<file path="config.mk">
export PLATFORM = sky130hd
export DESIGN_NAME = flash_cmd_seq
export DESIGN_NICKNAME = d
export VERILOG_FILES = /design/src/rtl/flash_seq_pkg.sv /design/src/rtl/flash_seq_rom.sv /design/src/rtl/flash_wr_timer.sv /design/src/rtl/flash_cmd_seq.sv
export SDC_FILE = /design/constraint.sdc
export NUM_CORES = 1
export LEC_CHECK = 0
export BUFFER_PORTS_ARGS = -buffer_cell sky130_fd_sc_hd__buf_2
export CORE_ASPECT_RATIO = 0.75
export CORE_MARGIN = 2
export CORE_UTILIZATION = 48
export DETAILED_ROUTE_END_ITERATION = 8
export PLACE_DENSITY_LB_ADDON = 0.3
export SLEW_MARGIN = 20
export SYNTH_ARGS = -nofsm -noshare
export SYNTH_HDL_FRONTEND = slang
export SYNTH_HIERARCHICAL = 1
export SYNTH_SLANG_ARGS = --single-unit
</file>
<file path="constraint.sdc">
create_clock -name clk_i -period 2 [get_ports clk_i]
set_clock_uncertainty 0.2 [all_clocks]
set_input_delay 0.3 -clock clk_i [delete_from_list [all_inputs] [get_ports clk_i]]
set_output_delay 0.3 -clock clk_i [all_outputs]
set_load 0.05 [all_outputs]
</file>
<file path="src/rtl/flash_seq_pkg.sv">
package flash_seq_pkg;

  typedef enum logic [1:0] {
    CMD_PROG       = 2'd0,
    CMD_CHIP_ERASE = 2'd1,
    CMD_SECT_ERASE = 2'd2,
    CMD_BAD        = 2'd3
  } flash_cmd_e;

  typedef enum logic [1:0] {
    PH_IDLE  = 2'd0,
    PH_SETUP = 2'd1,
    PH_PULSE = 2'd2,
    PH_HOLD  = 2'd3
  } wr_phase_e;

  localparam int unsigned MAX_STEPS = 6;
  localparam int unsigned STEP_W    = $clog2(MAX_STEPS);

  localparam logic [15:0] UNLK_ADDR_A = 16'h5555;
  localparam logic [15:0] UNLK_ADDR_B = 16'h2AAA;

  localparam logic [7:0] UNLK_DATA_A = 8'hAA;
  localparam logic [7:0] UNLK_DATA_B = 8'h55;
  localparam logic [7:0] OP_PROG     = 8'hA0;
  localparam logic [7:0] OP_ERASE    = 8'h80;
  localparam logic [7:0] OP_CHIP     = 8'h10;
  localparam logic [7:0] OP_SECT     = 8'h30;

endpackage

</file>
<file path="src/rtl/flash_seq_rom.sv">
module flash_seq_rom
  import flash_seq_pkg::*;
#(
  parameter int unsigned ADDR_W = 20,
  parameter int unsigned DATA_W = 8
) (
  input  flash_cmd_e          cmd_i,
  input  logic [STEP_W-1:0]   step_i,
  input  logic [ADDR_W-1:0]   tgt_addr_i,
  input  logic [DATA_W-1:0]   tgt_data_i,
  output logic [ADDR_W-1:0]   addr_o,
  output logic [DATA_W-1:0]   data_o,
  output logic                last_o
);

  localparam logic [ADDR_W-1:0] A_A = ADDR_W'(UNLK_ADDR_A);
  localparam logic [ADDR_W-1:0] A_B = ADDR_W'(UNLK_ADDR_B);

  always_comb begin
    addr_o = A_A;
    data_o = DATA_W'(UNLK_DATA_A);
    last_o = 1'b0;
    unique case (step_i)
      STEP_W'(0): ;
      STEP_W'(1): begin
        addr_o = A_B;
        data_o = DATA_W'(UNLK_DATA_B);
      end
      STEP_W'(2): begin
        data_o = (cmd_i == CMD_PROG) ? DATA_W'(OP_PROG) : DATA_W'(OP_ERASE);
      end
      STEP_W'(3): begin
        if (cmd_i == CMD_PROG) begin
          addr_o = tgt_addr_i;
          data_o = tgt_data_i;
          last_o = 1'b1;
        end
      end
      STEP_W'(4): begin
        addr_o = A_B;
        data_o = DATA_W'(UNLK_DATA_B);
      end
      STEP_W'(5): begin
        last_o = 1'b1;
        if (cmd_i == CMD_SECT_ERASE) begin
          addr_o = tgt_addr_i;
          data_o = DATA_W'(OP_SECT);
        end else begin
          data_o = DATA_W'(OP_CHIP);
        end
      end
      default: last_o = 1'b1;
    endcase
  end

endmodule

</file>
<file path="src/rtl/flash_wr_timer.sv">
module flash_wr_timer
  import flash_seq_pkg::*;
#(
  parameter int unsigned LEN_W = 4
) (
  input  logic             clk_i,
  input  logic             rst_ni,
  input  logic             go_i,
  input  logic [LEN_W-1:0] len_i,
  output wr_phase_e        phase_o
);

  wr_phase_e        phase_q;
  logic [LEN_W-1:0] cnt_q;

  always_ff @(posedge clk_i or negedge rst_ni) begin
    if (!rst_ni) begin
      phase_q <= PH_IDLE;
      cnt_q   <= '0;
    end else begin
      unique case (phase_q)
        PH_IDLE: if (go_i) phase_q <= PH_SETUP;
        PH_SETUP: begin
          // zero length is treated as a single-clock pulse
          cnt_q   <= (len_i == '0) ? '0 : len_i - LEN_W'(1);
          phase_q <= PH_PULSE;
        end
        PH_PULSE: begin
          if (cnt_q == '0) phase_q <= PH_HOLD;
          else             cnt_q   <= cnt_q - LEN_W'(1);
        end
        PH_HOLD: phase_q <= go_i ? PH_SETUP : PH_IDLE;
        default: phase_q <= PH_IDLE;
      endcase
    end
  end

  assign phase_o = phase_q;

endmodule

</file>
<file path="src/rtl/flash_cmd_seq.sv">
module flash_cmd_seq
  import flash_seq_pkg::*;
#(
  parameter int unsigned ADDR_W = 20,
  parameter int unsigned DATA_W = 8,
  parameter int unsigned LEN_W  = 4
) (
  input  logic              clk_i,
  input  logic              rst_ni,
  input  logic              req_i,
  input  logic [1:0]        cmd_i,
  input  logic [ADDR_W-1:0] addr_i,
  input  logic [DATA_W-1:0] data_i,
  input  logic [LEN_W-1:0]  we_len_i,
  output logic              busy_o,
  output logic              done_o,
  output logic              err_o,
  output logic              rej_o,
  output logic [ADDR_W-1:0] flash_addr_o,
  output logic [DATA_W-1:0] flash_data_o,
  output logic              flash_ce_no,
  output logic              flash_we_no
);

  flash_cmd_e        cmd_q;
  logic [ADDR_W-1:0] addr_q;
  logic [DATA_W-1:0] data_q;
  logic [LEN_W-1:0]  len_q;
  logic [STEP_W-1:0] step_q;
  logic              done_q, err_q, rej_q;

  wr_phase_e         phase;
  logic [ADDR_W-1:0] rom_addr;
  logic [DATA_W-1:0] rom_data;
  logic              rom_last;
  logic              busy, accept, bad_req, advance, finish, go;

  assign busy    = (phase != PH_IDLE);
  assign bad_req = req_i && !busy && (flash_cmd_e'(cmd_i) == CMD_BAD);
  assign accept  = req_i && !busy && (flash_cmd_e'(cmd_i) != CMD_BAD);
  assign advance = (phase == PH_HOLD) && !rom_last;
  assign finish  = (phase == PH_HOLD) &&  rom_last;
  assign go      = accept || advance;

  always_ff @(posedge clk_i or negedge rst_ni) begin
    if (!rst_ni) begin
      cmd_q  <= CMD_PROG;
      addr_q <= '0;
      data_q <= '0;
      len_q  <= '0;
      step_q <= '0;
      done_q <= 1'b0;
      err_q  <= 1'b0;
      rej_q  <= 1'b0;
    end else begin
      if (accept) begin
        cmd_q  <= flash_cmd_e'(cmd_i);
        addr_q <= addr_i;
        data_q <= data_i;
        len_q  <= we_len_i;
        step_q <= '0;
      end else if (advance) begin
        step_q <= step_q + STEP_W'(1);
      end
      done_q <= finish;
      err_q  <= bad_req;
      rej_q  <= req_i && busy;
    end
  end

  flash_wr_timer #(.LEN_W(LEN_W)) i_timer (
    .clk_i   (clk_i),
    .rst_ni  (rst_ni),
    .go_i    (go),
    .len_i   (len_q),
    .phase_o (phase)
  );

  flash_seq_rom #(.ADDR_W(ADDR_W), .DATA_W(DATA_W)) i_rom (
    .cmd_i      (cmd_q),
    .step_i     (step_q),
    .tgt_addr_i (addr_q),
    .tgt_data_i (data_q),
    .addr_o     (rom_addr),
    .data_o     (rom_data),
    .last_o     (rom_last)
  );

  assign busy_o       = busy;
  assign done_o       = done_q;
  assign err_o        = err_q;
  assign rej_o        = rej_q;
  assign flash_ce_no  = !busy;
  assign flash_we_no  = (phase != PH_PULSE);
  assign flash_addr_o = busy ? rom_addr : '0;
  assign flash_data_o = busy ? rom_data : '0;

endmodule

</file>
==> results of run 1 <==
## routing by layer
| layer | vias up | share of wire |
|---|---|---|
| met2 | 70 | 0.49 |
| met5 | - | 0 |
| met1 | 1120 | 0.46 |
| met4 | 0 | 0.0094 |
| li1 | 1092 | - |
| met3 | 11 | 0.047 |
## synthesized netlist by cell type (all sizes together) (3+ instances only)
| cell | instances | share of area |
|---|---|---|
| dfrtp | 46 | 0.43 |
| mux2 | 33 | 0.14 |
| nor2b | 32 | 0.076 |
| nor2 | 13 | 0.018 |
| a21o | 10 | 0.031 |
| a21oi | 10 | 0.026 |
| o21a | 8 | 0.023 |
| buf | 7 | 0.021 |
| ha | 7 | 0.033 |
| inv | 6 | 0.0085 |
| nand2 | 6 | 0.0085 |
| o21ai | 6 | 0.011 |
| and2 | 5 | 0.012 |
| clkbuf | 5 | 0.0071 |
| nand2b | 5 | 0.012 |
| nand3 | 5 | 0.0094 |
| o211ai | 5 | 0.014 |
| nand3b | 4 | 0.011 |
| nor3 | 4 | 0.0076 |
| or3b | 4 | 0.015 |
| a21boi | 3 | 0.0085 |
## cells by family (layout without fill, tap and decap cells)
group           after synthesis  in the layout
mux                          35             35
xor+xnor                      2              2
simple gates                 84             84
buf+inv                      18            130
fa+ha+maj                     7              7
compound gates               55             55
flops                        46             46
## flip-flops by register name, indices dropped and copies added, names as in the netlist
signal / flops
step_q: 3
rej_o: 1
i_timer/cnt_q: 4
cmd_q: 2
addr_q: 20
len_q: 4
data_q: 8
i_timer/phase_o: 2
err_o: 1
done_o: 1
## metrics by stage
stage / instances / utilization
2_1_floorplan: 247 / -
3_3_place_gp: 409 / 0.6620
3_5_place_dp: 409 / 0.6620
4_1_cts: 429 / 0.7563
5_1_grt: 434 / 0.7777
6_report: 434 / 0.7777
## worst max path at each step
stage	to	from	slack, ps	depth (start not counted)
global placement	i_timer/phase_o[1]	step_q[2]	-80	8
global route	flash_data_o[7]	cmd_q[1]	-480	7
finish	flash_addr_o[5]	step_q[2]	-430	6
floorplan	i_timer/phase_o[1]	step_q[2]	-110	8
detailed placement	i_timer/phase_o[1]	step_q[2]	-140	8
CTS	flash_addr_o[10]	cmd_q[1]	-330	5
## area by class of cell
type | count | area (um^2) | area share
multi-input cells | 183 | 1749 | 0.4225
clock buffers | 7 | 86.33 | 0.02085
clock inverters | 1 | 5.005 | 0.001209
flip-flops and latches | 46 | 1154 | 0.2786
well taps | 75 | 93.84 | 0.02267
inverters | 6 | 22.52 | 0.005440
repair buffers | 116 | 1030 | 0.2487
## timing repair
| action | CTS | global route |
|---|---|---|
| gates resized for setup | 84 | 23 |
| gates cloned | 2 | 0 |
| hold buffers | 1 | 0 |
| pin swaps | 15 | 14 |
| endpoints found under the hold margin | 17 | 0 |
| setup endpoints to repair | 32 | 35 |
| setup buffers | 9 | 6 |
==> summary.md, run 1 <==
| Metric | Value |
|---|---|
| Most used flip-flop cell after synthesis | dfrtp_1 |
| Initial DRT Pass Iterations | 4 |
| Worst hold slack after final layout | ~22 ps |
| Share of flip-flops with an asynchronous set or reset after synthesis | 1.000 |
| Worst Slack Setup Final | -431.9 ps |
| Cell count of the worst hold path | 2 |
| CP Capture Type | output pin |
| Min Tclk post-route | between 2000 and 2500 ps |
| Register-to-Register Path Depth | 9 |
| Clock slew seen by the registers of the worst setup and hold paths | ~90 ps |
| Io pins | a little over 70 |
| Final Hold Violating Endpoints | 0 |
| Avg Synthesized Cell Area | 10.72 um^2 |
| Post-placement setup slack | -144.5 ps |
| Total routed wirelength | 7.465 mm |
| Netlist area before placement | roughly 0.0026 mm^2 |
| Endpoint of the worst register-to-register path | i_timer/phase_o[1] |
| Clock latency at the later pin of the worst-skew pair | roughly 300 ps |
| Final critical-path share of the clock period | 1.216 |
| Number of buffers created by CTS | 5 |
| Initial antenna violation count | 0 |
| Post-synthesis share of cell area spent on and, or, nand and nor gates | 0.1866 |
| Clk sinks | 46 |
| Cell area after placement | about 0.0035 mm^2 |
| Largest fanout of any net on the critical path | 7 |
| Fraction of layout cells with a size suffix above 1 | 0.5738 |
| Slowest cell on the critical path | dfrtp_2 |
| DRC Markers | 0 |
| Syn_nets | 291 |
| Worst R2R Start | step_q[2] |
| Slew Limit Headroom | 0.6750 |
| Critical hold path startpoint | addr_i[2] |
| Post-synthesis sequential area ratio | 0.4346 |
| Worst Tran Pin Value | between 400 and 500 ps |
| Total of buffers placed on input and output ports | 70 |
| Number of slew-limit violations in the final report | 0 |
| Core box area | roughly 0.0053 mm^2 |
| Most Crowded Layer GR | met2 |
| Final cell area excluding filler cells | between 0.004 and 0.005 mm^2 |
| Fraction of met2 tracks used by global routing | 0.4375 |
| Leading cell types in the layout, fill and taps excluded | dfrtp_1 (44), buf_2 (40), buf_6 (37) |
| Compound-cell area share of the yosys netlist | 0.1545 |
| Remaining antenna violation count | 0 |
| Sink of the worst hold path | addr_q[2] |
| Total of fill cells in the finished design | between 300 and 400 |
| Seq cells post-synth | between 40 and 50 |
| Global routing usage summed across all routing layers | 0.2440 |
| WP data required | approximately 1500 ps |
| Failing checks | negative setup slack |
| Synth warnings | 6 |
| Post-synth EDFFs | 0 |
| Final TNS setup | -10460 ps |
| Worst path arrival time | between 1500 and 2000 ps |
| Met1 usage in global routing | 0.3147 |
| Worst Setup Path Type | flip-flop to output pin |
| First-pass GRT wire length | between 10 and 15 mm |
| Maximum number of pins on one net before global-route repair | 30 |
| Antenna cell count | 0 |
| Worst min path class | input port to flip-flop |
| Net total in the final layout | 402 |
| Share of the synthesized netlist area taken by xor and xnor gates | 0.006613 |
| Layout area overhead | 56.31% |
| Number of vias after detailed routing | 2293 |
| Via count of the first global-routing pass | around 2300 |
| Number of rows created at floorplan | 23 |
| Setup repair after global routing missed its margin | yes |
| Root buffer cell | clkbuf_8 |
| Type of origin of the critical path | flip-flop |
| Result of the run | finished with violations |
| Average wire per cell in the routed design | roughly 17 um |
| Initial core utilization | 0.4975 |
| Vias per std cell | 5.283 |
| Met3 demand-to-capacity share in global routing | 0.04956 |
| Max H-tree Level | 2 |
| Total setup violations reported at the end of the flow | 32 |
| TritonCTS clock tree | done |
| Setup slack on the worst flop-to-flop path | -210 ps |
| Largest stage delay on the critical path | roughly 450 ps |
| GR Overflow Total | 0 |
| Most common cell after layout, fill and taps aside | dfrtp_1 |
| Share of synthesized area spent on multiplexers | 0.1479 |
| Die span in y | ~68 um |
| Ordered cell list for the critical path | or3b_4 -> a21oi_2 -> buf_6 -> a21o_1 -> nor2b_4 -> buf_8 |
| Maximum frequency from static timing analysis | around 400 MHz |
| Die outline width | roughly 90 um |
| Buffering stage count on the worst path with inverters included | 2 |
| Synthesized netlist cell count | approximately 250 |
| Initial detailed-routing violation count | 161 |
| Die ar. | between 0.006 and 0.007 mm^2 |
| Main combinational cell family by area after synthesis | simple AND/OR/NAND/NOR gates |
| Global placer's final weighted congestion | just over 0.8 |
| Adder-cell share of the synthesized area | 0.03307 |
| Family with the most delay on the worst path | simple AND/OR/NAND/NOR gates |
| Cell variety after synth | 46 |
| Post-detailed-placement half-perimeter wirelength | 4.441 mm |
| Count of max-cap constraint violations | 0 |
| Clock tree buffer depth | 2 |
Power of run 1 is left out: the tool's default activity adds up to more than one toggle a clock period on the data nets, which glitch-free logic cannot reach.
==> run 2, diff against run 1 <==
--- a/config.mk
+++ b/config.mk
@@ -9,8 +9,10 @@
 export CORE_ASPECT_RATIO = 0.75
 export CORE_MARGIN = 2
 export CORE_UTILIZATION = 48
+export CTS_CLUSTER_DIAMETER = 50
 export DETAILED_ROUTE_END_ITERATION = 8
 export PLACE_DENSITY_LB_ADDON = 0.3
+export SKIP_CTS_REPAIR_TIMING = 1
 export SLEW_MARGIN = 20
 export SYNTH_ARGS = -nofsm -noshare
 export SYNTH_HDL_FRONTEND = slang
==> run 2 against run 1 <==
Compared with the run above: the run still ends with negative setup slack left; critical path depth is the same; register-to-register slack is essentially flat; global-route usage shrank 3.9 points; core utilization shrank 1.0 points; final cell count shrank 1.6%; via count shrank 2.7%; die area is the same.
==> summary.md, run 2 (synthesis results as in run 1) <==
| Metric | Value |
|---|---|
| Maximum frequency from static timing analysis | 411.3 MHz |
| Largest fanout of any net on the critical path | 7 |
| Worst Slack Setup Final | -431.4 ps |
| Fraction of layout cells with a size suffix above 1 | 0.5682 |
| DRC Markers | 0 |
| Number of buffers created by CTS | 5 |
| Most common cell after layout, fill and taps aside | dfrtp_1 |
| Remaining antenna violation count | 0 |
| Number of slew-limit violations in the final report | 0 |
| Antenna cell count | 0 |
| Clock tree buffer depth | 2 |
| Clock slew seen by the registers of the worst setup and hold paths | ~90 ps |
| Inst Count DP | roughly 410 |
| Total setup violations reported at the end of the flow | 33 |
| TritonCTS clock tree | done |
| Max H-tree Level | 2 |
| Regs by FF count | addr_q x20, data_q x8 |
| Max reg flops | 20 |
| Min Tclk post-route | between 2000 and 2500 ps |
| Post-detailed-placement half-perimeter wirelength | roughly 4.4 mm |
| Global routing usage summed across all routing layers | 0.2046 |
| Total routed wirelength | 7.174 mm |
| Setup repair after global routing missed its margin | yes |
| Final critical-path share of the clock period | 1.216 |
| First-pass GRT wire length | between 9 and 10 mm |
| Result of the run | finished with violations |
| Worst Setup Path Type | flip-flop to output pin |
| Final Hold Violating Endpoints | 0 |
| WP data required | about 1500 ps |
| Non-filler cells, final | ~430 |
| Number of rows created at floorplan | 23 |
| Ordered cell list for the critical path | or3b_4 -> a21oi_2 -> buf_6 -> a21o_1 -> nor2b_4 -> buf_6 |
| Initial DRT Pass Iterations | 4 |
| Failing checks | negative setup slack |
| Largest stage delay on the critical path | 440 ps |
| Total of buffers placed on input and output ports | 70 |
| Core box area | 0.005324 mm^2 |
| Layout area overhead | 54.27% |
| Biggest register | addr_q |
| Global placer's final weighted congestion | between 0.8 and 0.9 |
| Initial detailed-routing violation count | 126 |
| Initial antenna violation count | 0 |
| Worst min path class | input port to flip-flop |
| Clk sinks | 46 |
| Average wire per cell in the routed design | ~17 um |
| Root buffer cell | clkbuf_8 |
| Die ar. | around 0.0061 mm^2 |
| Slew Limit Headroom | 0.6936 |
| Most used cell, CP | buf_6 |
| Initial core utilization | 0.4975 |
| Worst path arrival time | ~1900 ps |
| Slowest cell on the critical path | dfrtp_1 |
| Number of vias after detailed routing | ~2200 |
| Worst Tran Pin Value | around 460 ps |
| Count of max-cap constraint violations | 0 |
| GR Overflow Total | 0 |
| Io pins | 71 |
| Type of origin of the critical path | flip-flop |
| Maximum number of pins on one net before global-route repair | 30 |
| CP Capture Type | output pin |
| Die span in y | around 70 um |
| Die outline width | ~90 um |
| Leading cell types in the layout, fill and taps excluded | dfrtp_1 (45), buf_2 (40), buf_6 (32) |
| Clock latency at the later pin of the worst-skew pair | roughly 300 ps |
| Net total in the final layout | between 300 and 400 |
| Vias per std cell | about 5.2 |
| Via count of the first global-routing pass | between 2000 and 2500 |
run 2: cell count changes in the layout (fill, tap and decap cells not counted), sizes merged:
cell    before  now
buf        113  106
bufbuf       2    0
clkbuf       7    9
run 2: path summary, 6_finish.rpt:
kind	cells past startpoint	endpoint	from	slack, ps
worst max register to register	9	i_timer/phase_o[1]	step_q[2]	-200
max in group asynchronous	3	i_timer/phase_o[1]	rst_ni	790
worst max-delay path	6	flash_addr_o[1]	step_q[2]	-430
worst min register to register	1	addr_q[16]	addr_q[16]	320
min in group asynchronous	2	addr_q[4]	rst_ni	270
worst min-delay path	2	addr_q[10]	addr_i[10]	20
run 2: through the flow:
step / setup TNS (ps) / hold WS, ps / util / worst slack [ps] / instance area (um^2)
global route: -11330 / 11.45 / 0.7676 / -481.8 / 4086
finish: -9392 / 21.87 / 0.7676 / -431.4 / 4086
CTS: -10930 / -266.6 / 0.6792 / -435.8 / 3616
floorplan: -1134 / -195.6 / - / -108.0 / 2912
global placement: -1023 / 67.34 / 0.6620 / -81.99 / 3525
detailed placement: -1651 / 64.63 / 0.6620 / -144.5 / 3525
run 2: area by class of cell:
cell class | count | area (um^2)
Multi-Input combinational cell | 183 | 1763
Inverter | 6 | 22.52
Fill cell | 335 | 1237
Tap cell | 75 | 93.84
Sequential cell | 46 | 1152
Clock inverter | 1 | 5.005
Clock buffer | 7 | 86.33
Timing Repair Buffer | 109 | 963.4
run 2: routing by layer:
layer  up-vias  global-route usage  wire, um
met5         -                   0         0
met4         0             0.04615        31
met3         4             0.04846       335
met2        64              0.3627      3563
met1      1084              0.2617      3243
li1       1078                   -         -
run 2: worst max-delay path: cells and delay by family, from the launching register on:
kind,cells,cell delay [ps]
AOI/OAI and AO/OA,2,290
DFF,1,440
buffers and inverters,2,310
and+or+nand+nor,2,590
Power of run 2 is left out for the same reason.
